[src/rtl/stamp_pkg.sv]
package stamp_pkg;
  localparam int STAMP_W = 32;
  typedef logic [STAMP_W-1:0] stamp_t;
  typedef enum logic {SRC_NARROW = 1'b0, SRC_WIDE = 1'b1} src_sel_e;
endpackage

[src/rtl/stamp_sample_map.sv]
module stamp_sample_map
  import stamp_pkg::*;
#(
  parameter int NARROW_W = 16,
  parameter int WIDE_W   = 24
) (
  input  logic [WIDE_W-1:0] raw,
  input  logic              wide_sel,
  input  logic              count_down,
  output stamp_t            low_bits,
  output stamp_t            mask
);
  localparam stamp_t MASK_NARROW = (stamp_t'(1) << NARROW_W) - stamp_t'(1);
  localparam stamp_t MASK_WIDE   = (stamp_t'(1) << WIDE_W) - stamp_t'(1);
  localparam int     PAD_W       = STAMP_W - WIDE_W;

  logic [WIDE_W-1:0] oriented;
  src_sel_e          sel;

  always_comb begin
    sel      = src_sel_e'(wide_sel);
    oriented = count_down ? (~raw + {{(WIDE_W-1){1'b0}}, 1'b1}) : raw;
    mask     = (sel == SRC_WIDE) ? MASK_WIDE : MASK_NARROW;
  end

  generate
    if (PAD_W > 0) begin : g_pad
      assign low_bits = {{PAD_W{1'b0}}, oriented} & mask;
    end else begin : g_nopad
      assign low_bits = stamp_t'(oriented) & mask;
    end
  endgenerate
endmodule

[src/rtl/stamp_extend.sv]
module stamp_extend
  import stamp_pkg::*;
(
  input  logic   clk,
  input  logic   rst_n,
  input  logic   take,
  input  stamp_t low_bits,
  input  stamp_t mask,
  output stamp_t stamp_q,
  output stamp_t stamp_next
);
  stamp_t joined;

  always_comb begin
    joined = (stamp_q & ~mask) | low_bits;
    if (joined < stamp_q) stamp_next = joined + mask + stamp_t'(1);
    else                  stamp_next = joined;
  end

  always_ff @(posedge clk) begin
    if (!rst_n)    stamp_q <= '0;
    else if (take) stamp_q <= stamp_next;
  end

  assert_low_bits_R2: assert property (@(posedge clk) disable iff (!rst_n)
    take |=> ((stamp_q & $past(mask)) == $past(low_bits)));

  assert_step_bound_R3: assert property (@(posedge clk) disable iff (!rst_n)
    take |=> ((stamp_q - $past(stamp_q)) <= $past(mask)));

  assert_hold_stamp_R6: assert property (@(posedge clk) disable iff (!rst_n)
    !take |=> $stable(stamp_q));
endmodule

[src/rtl/stamp_deadline.sv]
module stamp_deadline
  import stamp_pkg::*;
(
  input  logic   clk,
  input  logic   rst_n,
  input  logic   take,
  input  logic   load,
  input  stamp_t offset,
  input  stamp_t stamp_now,
  input  stamp_t stamp_next,
  output logic   expired
);
  stamp_t dl_q;
  stamp_t gap;
  logic   past_due;

  always_comb begin
    gap      = stamp_next - dl_q;
    past_due = !gap[STAMP_W-1] && (gap != '0);
  end

  always_ff @(posedge clk) begin
    if (!rst_n) begin
      dl_q    <= '0;
      expired <= 1'b0;
    end else if (load) begin
      dl_q    <= stamp_now + offset;
      expired <= 1'b0;
    end else if (take) begin
      expired <= past_due;
    end
  end

  assert_load_clears_R10: assert property (@(posedge clk) disable iff (!rst_n)
    load |=> !expired);

  assert_hold_flag_R9: assert property (@(posedge clk) disable iff (!rst_n)
    (!take && !load) |=> $stable(expired));
endmodule

[src/rtl/stamp_widen_top.sv]
module stamp_widen_top
  import stamp_pkg::*;
#(
  parameter int NARROW_W = 16,
  parameter int WIDE_W   = 24
) (
  input  logic              clk,
  input  logic              rst_n,
  input  logic              smp_valid,
  output logic              smp_ready,
  input  logic [WIDE_W-1:0] smp_data,
  input  logic              src_wide,
  input  logic              count_down,
  input  logic              dl_load,
  input  logic [31:0]       dl_offset,
  output logic [31:0]       stamp,
  output logic              expired
);
  logic   ready_q;
  logic   take;
  stamp_t low_bits;
  stamp_t mask;
  stamp_t stamp_q;
  stamp_t stamp_next;

  always_ff @(posedge clk) begin
    if (!rst_n) ready_q <= 1'b0;
    else        ready_q <= 1'b1;
  end

  assign smp_ready = ready_q;
  assign take      = smp_valid & ready_q;
  assign stamp     = stamp_q;

  stamp_sample_map #(.NARROW_W(NARROW_W), .WIDE_W(WIDE_W)) map_i (
    .raw(smp_data), .wide_sel(src_wide), .count_down(count_down),
    .low_bits(low_bits), .mask(mask));

  stamp_extend ext_i (
    .clk(clk), .rst_n(rst_n), .take(take), .low_bits(low_bits), .mask(mask),
    .stamp_q(stamp_q), .stamp_next(stamp_next));

  stamp_deadline dl_i (
    .clk(clk), .rst_n(rst_n), .take(take), .load(dl_load), .offset(dl_offset),
    .stamp_now(stamp_q), .stamp_next(stamp_next), .expired(expired));

  assert_ready_after_reset_R11: assert property (@(posedge clk) disable iff (!rst_n)
    1'b1 |=> smp_ready);
endmodule

[config.mk]
export PLATFORM = sky130hd
export DESIGN_NAME = stamp_widen_top
export DESIGN_NICKNAME = d
export VERILOG_FILES = /design/src/rtl/stamp_pkg.sv /design/src/rtl/stamp_sample_map.sv /design/src/rtl/stamp_extend.sv /design/src/rtl/stamp_deadline.sv /design/src/rtl/stamp_widen_top.sv
export SDC_FILE = /design/constraint.sdc
export NUM_CORES = 1
export LEC_CHECK = 0
export BUFFER_PORTS_ARGS = -buffer_cell sky130_fd_sc_hd__buf_2
export CELL_PAD_IN_SITES_DETAIL_PLACEMENT = 1
export CELL_PAD_IN_SITES_GLOBAL_PLACEMENT = 2
export CORE_ASPECT_RATIO = 1.2
export CORE_MARGIN = 2
export CORE_UTILIZATION = 30
export DETAILED_ROUTE_END_ITERATION = 12
export GPL_ROUTABILITY_DRIVEN = 0
export MAX_ROUTING_LAYER = met4
export PLACE_DENSITY = 0.83
export SYNTH_ARGS = -nofsm -noshare
export SYNTH_HDL_FRONTEND = slang
export SYNTH_SLANG_ARGS = --single-unit
[constraint.sdc]
create_clock -name clk -period 5.8 [get_ports clk]
set_input_delay 0.29 -clock clk [delete_from_list [all_inputs] [get_ports clk]]
set_output_delay 0.29 -clock clk [all_outputs]
set_load 0.005 [all_outputs]
# Yosys cells after proc, flatten, opt, wreduce, memory -nomap -nowiden
# Cells that the tools add are included.
# W data, S select, Z words.
[totals]
memories = 0
latch_bits = 0
out_inout_bits = 34
ram_bits = 0
mem_bits_ro = 0
register_bits = 66
input_bits = 62
[op_classes]
shifts = 0
n_lt_le_gt_ge = 1
n_mux = 4
n_reduce_logical = 4
eq_ne = 0
n_bitwise = 7
div = 0
add_sub_neg = 5
multipliers = 0
[op_table]
columns = ["operator", "count"]
rows = [
  ["$mux W24", 2],
  ["$add A32 B1 Y32 const B", 1],
  ["$add A32 B24 Y32", 1],
  ["$add A32 B32 Y32", 1],
  ["$and A32 B32 Y32", 1],
  ["$lt A32 B32 Y1", 1],
  ["$mux W32", 1],
  ["$not A24 Y32", 1],
  ["$or A32 B24 Y32", 1],
  ["$reduce_bool A32 Y1", 1],
  ["$sub A32 B32 Y32", 1],
  ["$add A24 B1 Y24 const B", 1],
  ["$and A24 B24 Y24", 1],
  ["$not A24 Y24", 1],
  ["$reduce_or A2 Y1", 1],
  ["$and A1 B1 Y1", 1],
  ["$logic_and A1 B1 Y1", 1],
  ["$logic_not A1 Y1", 1],
  ["$mux W1", 1],
  ["$not A1 Y1", 1],
]

# Logic depth before layout (Yosys ltp)
# Gate-level depths: netlist of run 1.
[logic_depth]
word_depth = 11
ltp_mapped = 30
ltp_nobuf = 29

# Hierarchy
# From an unflattened synthesis of run 1, not the netlist that was laid out.
[hier_totals]
hier_cells = 1398
hier_area_um2 = 10322.4
[by_module_without_submodules]
columns = ["module", "instances", "area_per_inst_um2", "cells_each"]
rows = [
  ["stamp_deadline", 1, 4815.9, 643],
  ["stamp_extend", 1, 4418.0, 603],
  ["stamp_sample_map", 1, 1062.3, 150],
  ["stamp_widen_top", 1, 26.3, 2],
]

# Least setup slack after synthesis of run 1
# No wires, ideal clock.
[synth_timing]
path_kind = "in2reg"
startpoint = "input port smp_data[10]"
endpoint = "register dl_i.expired"
setup_time_ns = 0.128
setup_slack_ns = -0.468
t_arrival_ns = 6.140
cell_stages = 27
cell_sequence = "nor4_1 nand2b_1 or2_2 or3_1 o41ai_1 xor2_1 a21oi_1 fa_1 a21o_1 a21oi_1 o21bai_1 a21oi_1 nor2b_1 o21a_1 o22ai_1 nor2_1 xor2_1 ha_1 clkbuf_1 o221ai_1 nor4_1 nand4_1 nor4_1 nand4_1 or4_1 a2111oi_1 nor2_1"
[synth_between]
elab_chain_cells = 11
word_cells_on_any_way = 13
cone_classes = "add/sub (4); order compare (1); mux (2); bitwise (3); reduce/logical (3)"
[synth_lines]
columns = ["item", "line", "text"]
rows = [
  ["start: declaration", "stamp_widen_top.sv:11", "input logic [WIDE_W-1:0] smp_data,"],
  ["$not A24 Y24", "stamp_sample_map.sv:22", "oriented = count_down ? (~raw + {{(WIDE_W-1){1'b0}}, 1'b1}) : raw;"],
  ["$add A24 B1 Y24", "stamp_sample_map.sv:22", ""],
  ["$mux W24 (*)", "stamp_sample_map.sv:22", ""],
  ["$and A24 B24 Y24 (*)", "stamp_sample_map.sv:28", "assign low_bits = {{PAD_W{1'b0}}, oriented} & mask;"],
  ["$or A32 B24 Y32 (*)", "stamp_extend.sv:15", "joined = (stamp_q & ~mask) | low_bits;"],
  ["$add A32 B24 Y32", "stamp_extend.sv:16", "if (joined < stamp_q) stamp_next = joined + mask + stamp_t'(1);"],
  ["$add A32 B1 Y32", "stamp_extend.sv:16", ""],
  ["$mux W32 (*)", "stamp_extend.sv:16", ""],
  ["net dl_i.stamp_next[26]", "stamp_deadline.sv:10", "input stamp_t stamp_next,"],
  ["$sub A32 B32 Y32 (*)", "stamp_deadline.sv:18", "gap = stamp_next - dl_q;"],
  ["$reduce_bool A32 Y1 or $logic_not A1 Y1 (tied branches)", "stamp_deadline.sv:19", "past_due = !gap[STAMP_W-1] && (gap != '0);"],
  ["$logic_and A1 B1 Y1 (*)", "stamp_deadline.sv:19", ""],
  ["end signal: assignment", "stamp_deadline.sv:30", "expired <= past_due;"],
  ["end: declaration", "stamp_deadline.sv:11", "output logic expired"],
]
# Mark *: on every way through the listed nets, which the timed path passes. The rest lies on a longest branch.
# A chain may end at the register's enable or synchronous reset.

# Worst setup path in the final report of run 1
# Ends and elaborated chain as after synthesis.

==> flow_summary.yaml, run 1 <==
synth:
  synth.area.top_cells: "dfxtp_1, ha_1, xnor2_1, nor2_1, a21oi_1"
  synth_nets: 1147
  avgSynthCellArea_um2: 7.56
  synth-main-ff-cell: "dfxtp_1"
  synth_cell_types: 72
  synthCells: 989
  synth_warnings: 0
  synth.most_common_cell: "nor2_1"
  postSynth.asyncResetShare_pct: 0
  yosysTopAreaCell: "dfxtp_1"
  syn_area_um2: 7470
  ys_seq_area_share_pct: 17.7
  synth_edf_count: 0
  ys_seq_elements: 66
  synth_commonest_cells: "nor2_1, ha_1, inv_1, nand2_1, a21oi_1"
  synth_top_area_share_pct: 17.7
power_and_ir_drop:
  p_comb_share_pct: 60.6
  clockPowerShare_pct: 20.4
  swShare_pct: 42.4
  power_density_nw_per_um2: 282
  internal_power_w: 0.00159
  power.switching_w: 0.00117
  p_leak_nw: 4.49
  p_seq_share_pct: 19.0
  ir_worst_vdd_mv: 0.165
route:
  first_iter_violations: 295
  drc: 0
  wl_per_cell_um: 18.8
  routed_wl_um: 28700
  vias: 8121
  viasPerCell: 5.33
  drtAntennaViolNets: 0
  drtPass1Iterations: 4
run_status:
  violations: "negative setup slack"
  status: "finished with violations"
setup_path:
  r2r_start: "ext_i.stamp_q[17]"
  critPathRequiredTime_ns: 6.04
  r2r_end: "dl_i.expired"
  cp_common_cell: "buf_4"
  r2r_cells: 23
  worstSetupPathType: "in2reg"
  cp_slowest_cell: "or4_4"
  r2r_slack_ns: 0.73
  critPathCaptureType: "flip-flop"
  cp.arrival_ns: 6.20
  slowest_delay_ns: 0.50
  crit_path_start_kind: "primary input"
  crit_path_max_fanout: 8
cts:
  cts_root_buf: "clkbuf_16"
  clock_latency_ns: 0.35
  cts_tree: "yes"
  hold_buffers: 0
  cts_buffers: 9
  clock_sinks: 66
  htree_levels: 3
  clk_path_buf_depth: 2
  clk_pin_slew_ns: 0.06
sta:
  setup_ws_ns: -0.161
  min_period_ns: 5.96
  worstMarginPinSlew_ns: 0.861
  finClkSkew_ns: 0.0105
  hold_viol_final: 0
  fmax_mhz: 168
  hold_slack_ns: 0.314
  relSlewSlack_pct: 42.5
  post-route-period-util_pct: 103
  setup_violations: 1
  rsz0062_at_grt: "yes"
  slew_viol_final: 0
finish:
  diodes: 0
  fillers: 3046
  fin_cells: 1525
  drive_gt1_share_pct: 26.3
  nets: 1353
  syn2layout_area_growth_pct: 31.2
  final_area_um2: 9800
worst_hold_path:
  hold_class: "in2reg"
  hold_depth: 1
  worstHoldEndpoint: "smp_ready"
  hp-start: "rst_n"
die:
  core_area_um2: 24600
  dieHeight_um: 177
  dieArea_um2: 26200
  die_w_um: 148
  initial_utilization_pct: 30.4
  num_rows: 63
  num_io_pins: 96
place:
  dp_hpwl_um: 23500
  placedCellCount: 1505
  portBuffers: 95
  placed_area_um2: 9300
  detailedPlace.worstSlack_ns: -0.949
grt:
  grt_max_degree: 33
  antenna_found_initial: 0
  grt_pass1_wl_um: 44900
  grt_usage_pct: 22.5
  first_global_vias: 8393
  grt-ovfl-total: 0
job:
  drv_cap: 0
[timing repair]
item	4_1_cts	5_1_grt
endpoints found under the setup margin	1	1
gates resized for setup	22	20
gates cloned	0	0
buffers inserted	1	3
pin swaps	14	17
[cell type report]
class	instances	area [µm²]	area share, %
well taps	325	407	4.15
clock buffers	11	233	2.37
inverters	83	312	3.18
repair buffers	228	1470	15.0
flip-flops and latches	66	1320	13.5
multi-input cells	807	6000	61.2
clock inverters	5	55.1	0.562
[kinds of logic (layout without fill, tap and decap cells)]
group	after synthesis	in the layout	share of synthesized area, %
buf+inv	116	327	5.89
fa+ha+maj	96	96	16.4
xor+xnor	81	81	9.49
compound gates	298	298	27.3
simple gates	304	304	19.4
mux	28	28	3.87
flops	66	66	17.7
[worst max path at each step]
stage | from | end
floorplan | smp_data[10] | dl_i.expired
global placement | smp_data[10] | dl_i.expired
detailed placement | smp_data[10] | dl_i.expired
CTS | smp_data[7] | dl_i.expired
global route | smp_data[10] | dl_i.expired
finish | smp_data[10] | dl_i.expired
[power by group through the flow]
| stage | logic [W] | registers, W | clock network (W) |
|---|---|---|---|
| finish | 0.00168 | 0.000527 | 0.000564 |
| global route | 0.00183 | 0.000531 | 0.000591 |
| CTS | 0.00162 | 0.000528 | 0.000572 |
| detailed placement | 0.00158 | 0.000538 | 0 |
| global placement | 0.00154 | 0.000537 | 0 |
| floorplan | 0.000978 | 0.000522 | 0 |
[cell usage in the layout (no fill, tap or decap), types with 33 or more instances in the layout]
master and n:
buf_4 133, nor2_1 101, buf_2 95, ha_1 90
inv_1 82, nand2_1 70, dfxtp_1 66, a21oi_1 61
xnor2_1 49, o21ai_0 40, a21o_1 33
[worst max-delay path: cells and delay by family]
| family | cells | cell delay (ns) |
|---|---|---|
| AND/OR/NAND/NOR | 13 | 2.73 |
| AO/OA/AOI/OAI | 7 | 1.26 |
| buffers and inverters | 6 | 0.85 |
| adder cells (fa/ha/maj) | 2 | 0.67 |
| XOR/XNOR | 2 | 0.39 |
[state kept, by name, summed over array words and instances, names as in the netlist]
register,cells
ext_i.stamp_q,32
dl_i.dl_q,32
smp_ready,1
dl_i.expired,1
[metrics by stage]
step           setup TNS, ns  utilization [%]  power [W]
2_1_floorplan              0                -    0.00150
3_3_place_gp          -0.766             37.8    0.00208
3_5_place_dp          -0.949             37.8    0.00212
4_1_cts               -0.189             39.4    0.00272
5_1_grt               -0.450             39.9    0.00295
6_report              -0.161             39.9    0.00277
[metal layers]
layer / GRT usage, % / part of all wire [%] / wire length, µm / up-vias
met5: - / 0 / 0 / -
met3: 2.14 / 3.1 / 902 / 41
met4: 8.37 / 3.2 / 931 / 0
li1: - / - / - / 4005
met1: 25.0 / 41 / 11700 / 3928
met2: 41.3 / 53 / 15100 / 147
No activity file was read; power rests on OpenSTA's default activity.
==> inputs of run 2 (changes only) <==
- PLACE_DENSITY: 0.83 -> not set
- PLACE_DENSITY_LB_ADDON: not set -> 0.1
==> flow_summary.yaml, run 2 (synthesized netlist as in run 1, its figures left out) <==
run_status:
  status: "completed"
grt:
  grt_usage_pct: 23.3
  grt_max_degree: 56
  grt_pass1_wl_um: 45900
  antenna_found_initial: 0
  first_global_vias: 8340
  grt-ovfl-total: 0
finish:
  fillers: 3043
  syn2layout_area_growth_pct: 34.2
  layout_commonest_cell: "buf_4"
  fin_util_pct: 40.8
  drive_gt1_share_pct: 28.2
  layout_common_cells: "buf_4, nor2_1, buf_2"
  diodes: 0
  largestRegisters: "dl_i.dl_q (32), ext_i.stamp_q (32)"
  nets: 1368
setup_path:
  critPathCaptureType: "flip-flop"
  crit_path_start_kind: "primary input"
  crit_path_max_fanout: 4
  cp.arrival_ns: 5.99
  cp_slowest_cell: "or4_4"
  worstSetupPathType: "in2reg"
  critPathRequiredTime_ns: 6.04
  slowest_delay_ns: 0.56
sta:
  slew_viol_final: 0
  relSlewSlack_pct: 27.2
  min_period_ns: 5.75
  worstMarginPinSlew_ns: 1.09
  setup_tns_ns: 0
  fmax_mhz: 174
  post-route-period-util_pct: 99.2
  rsz0062_at_grt: "yes"
  setup_violations: 0
  hold_viol_final: 0
  finClkSkew_ns: 0.0133
power_and_ir_drop:
  p_leak_nw: 4.58
  p_seq_share_pct: 18.8
  internal_power_w: 0.00160
  power.switching_w: 0.00121
  power_density_nw_per_um2: 280
  p_comb_share_pct: 62.0
  clockPowerShare_pct: 19.2
  ir_worst_vdd_mv: 0.138
  swShare_pct: 43.0
route:
  viasPerCell: 5.17
  drc: 0
  wl_per_cell_um: 19.1
  drtAntennaViolNets: 0
  routed_wl_um: 29400
  first_iter_violations: 220
  drtPass1Iterations: 4
  vias: 7967
cts:
  cts_buffers: 9
  cts_root_buf: "clkbuf_16"
  clk_path_buf_depth: 2
  clock_latency_ns: 0.35
  clk_pin_slew_ns: 0.07
  htree_levels: 3
  cts_tree: "yes"
  hold_buffers: 0
  clock_sinks: 66
die:
  dieHeight_um: 177
  die_w_um: 148
  num_io_pins: 96
  num_rows: 63
  initial_utilization_pct: 30.4
  core_area_um2: 24600
  dieArea_um2: 26200
worst_hold_path:
  hold_class: "in2reg"
place:
  dp_hpwl_um: 23800
  portBuffers: 95
job:
  drv_cap: 0
[run 2: changes by cell type in the layout (fill, tap and decap cells not counted), moves of 3 or more]
cell / delta
buf_4: +12
buf_6: +4
a21oi_1: -3
o21ai_1: -3
[run 2: path summary, 6_finish.rpt]
kind / from / to / slack (ns) / cells after the start
max: smp_data[8] / dl_i.expired / 0.05 / 29
min: dl_offset[0] / dl_i.dl_q[0] / 0.31 / 4
max reg2reg: ext_i.stamp_q[17] / dl_i.expired / 0.90 / 22
min reg2reg: dl_i.dl_q[1] / dl_i.dl_q[1] / 0.48 / 2
[run 2: cell type report]
type | count | area, µm² | share of cell area, %
Timing Repair Buffer | 242 | 1600 | 15.9
Clock buffer | 10 | 229 | 2.28
Inverter | 83 | 312 | 3.11
Tap cell | 325 | 407 | 4.05
Sequential cell | 66 | 1320 | 13.2
Clock inverter | 6 | 42.5 | 0.424
Multi-Input combinational cell | 808 | 6120 | 61.0
[run 2: critical path, delay by kind of cell]
family	cells	cell delay, ns
AOI/OAI and AO/OA	8	1.46
xor gates and xnor gates	2	0.33
adders and majority gates	2	0.66
buffers and inverters	3	0.37
and+or+nand+nor	14	2.86
[run 2: routing by layer]
layer / global-route usage [%] / vias up / routed length, µm
met5: - / - / 0
met4: 7.90 / 0 / 990
met3: 2.53 / 45 / 636
met2: 42.6 / 108 / 15500
met1: 26.3 / 3779 / 12400
li1: - / 4035 / -
[run 2: what timing repair did]
item	4_1_cts	5_1_grt
setup buffers	16	5
pin swaps	34	27
gates resized for setup	43	22
setup endpoints to repair	1	1
gates cloned	1	0
[run 2: per-stage QoR]
stage	setup WS [ns]	hold slack [ns]	cell area, µm²	total power, W	std cells
final	0.0483	0.308	10000	0.00281	1540
after global routing	-0.344	0.316	10000	0.00302	1540
after CTS	0.00193	0.302	9860	0.00278	1535
after detailed placement	-0.763	0.470	9280	0.00212	1503
after global placement	-0.899	0.470	9280	0.00211	1503
after floorplan	0.00283	0.318	7580	0.00150	989
[run 2: power by group through the flow]
stage	logic, W	clock network [W]	registers (W)
finish	0.00174	0.000540	0.000527
global route	0.00192	0.000576	0.000532
CTS	0.00170	0.000550	0.000530
detailed placement	0.00158	0	0.000540
global placement	0.00157	0	0.000539
floorplan	0.000978	0	0.000522
==> inputs of run 3 (changes only) <==
- GPL_ROUTABILITY_DRIVEN: 0 -> 1
- RECOVER_POWER: not set -> 100
==> flow_summary.yaml, run 3 (synthesized netlist as in run 1, its figures left out) <==
finish:
  nets: 1368
  largestRegisters: "dl_i.dl_q (32), ext_i.stamp_q (32)"
  syn2layout_area_growth_pct: 33.9
  fin_cells: 1540
  layout_commonest_cell: "buf_4"
  layout_common_cells: "buf_4, nor2_1, ha_1"
  fin_util_pct: 40.7
  drive_gt1_share_pct: 27.0
  diodes: 0
cts:
  clk_pin_slew_ns: 0.07
  cts_buffers: 9
  cts_root_buf: "clkbuf_16"
  cts_tree: "yes"
  clock_latency_ns: 0.35
  htree_levels: 3
  clock_sinks: 66
  clk_path_buf_depth: 2
power_and_ir_drop:
  power.total_w: 0.00281
  power_density_nw_per_um2: 280
  ir_worst_vdd_mv: 0.139
  p_leak_nw: 4.52
route:
  routed_wl_um: 29400
  drt-met1-wl_um: 12300
  top_layer: "met4"
  viasPerCell: 5.19
  drtPass1Iterations: 4
  drc: 0
  vias: 7992
  first_iter_violations: 226
  wl_per_cell_um: 19.1
  wl_met3_um: 656
  met2_length_um: 15500
  drtAntennaViolNets: 0
grt:
  grt_usage_pct: 23.3
  grt-ovfl-total: 0
  antenna_found_initial: 0
  grt_max_degree: 56
  first_global_vias: 8340
  grt_pass1_wl_um: 45900
sta:
  worstMarginPinSlew_ns: 2.86
  slew_viol_final: 56
  relSlewSlack_pct: -90.8
  fmax_mhz: 174
  setup_violations: 0
  min_period_ns: 5.76
  finClkSkew_ns: 0.0107
  rsz0062_at_grt: "yes"
  post-route-period-util_pct: 99.3
  hold_viol_final: 0
job:
  drv_cap: 1
setup_path:
  critPathRequiredTime_ns: 6.04
  cp.arrival_ns: 6.00
  worstSetupPathType: "in2reg"
  crit_path_max_fanout: 4
  cp_slowest_cell: "or4_4"
  slowest_delay_ns: 0.56
  crit_path_start_kind: "primary input"
  critPathCaptureType: "flip-flop"
die:
  initial_utilization_pct: 30.4
  dieHeight_um: 177
  dieArea_um2: 26200
  die_w_um: 148
  num_rows: 63
  num_io_pins: 96
  core_area_um2: 24600
place:
  portBuffers: 95
  gp_congestion: 0.899
  placedCellCount: 1503
  dp_hpwl_um: 23800
run_status:
  status: "finished with violations"
  violations: "max-capacitance violations, max-slew violations"
worst_hold_path:
  hold_class: "in2reg"
## run 3: routing by layer
metal,up-vias,track usage (%)
met4,0,7.90
met1,3796,26.3
met2,114,42.6
met5,-,-
li1,4035,-
met3,47,2.53
## run 3: timing repair
action                     4_1_cts  5_1_grt
setup endpoints to repair        1        1
pin swaps                       34       27
cloned                           1        0
gates resized for setup         43       22
hold buffers                     0        0
buffers inserted                16        5
## run 3: layout make-up
class,count,area (µm²)
Multi-Input combinational cell,808,6120
Timing Repair Buffer,242,1580
Fill cell,3047,14600
Clock inverter,6,42.5
Clock buffer,10,229
Sequential cell,66,1320
Tap cell,325,407
Inverter,83,312
## run 3: power breakdown
group / total (W) / internal (W) / leakage [nW] / switching (W)
logic: 0.00174 / 0.000818 / 3.85 / 0.000921
registers: 0.000528 / 0.000491 / 0.543 / 0.0000369
clock network: 0.000539 / 0.000291 / 0.129 / 0.000248
## run 3: critical path: cells and delay by family
family	cells	cell delay [ns]
AND/OR/NAND/NOR	14	2.86
AO/OA/AOI/OAI	8	1.48
adder cells (fa/ha/maj)	2	0.66
buffers and inverters	3	0.37
XOR/XNOR	2	0.33
## run 3: worst paths after layout
check             slack [ns]           end  depth (start not counted)               from
hold / removal          0.31  dl_i.dl_q[0]                          4       dl_offset[0]
setup reg to reg        0.89  dl_i.expired                         22  ext_i.stamp_q[19]
setup / recovery        0.04  dl_i.expired                         29        smp_data[8]
hold reg to reg         0.48  dl_i.dl_q[1]                          2       dl_i.dl_q[1]
## run 3: per-stage QoR
stage          setup WS, ns  setup TNS (ns)  area (µm²)  hold WS (ns)
3_5_place_dp         -0.763          -0.763        9280         0.470
5_1_grt              -0.344          -0.344       10000         0.362
6_report             0.0425               0       10000         0.309
4_1_cts             0.00193               0        9860         0.302
3_3_place_gp         -0.899          -0.899        9280         0.470
2_1_floorplan       0.00283               0        7580         0.318
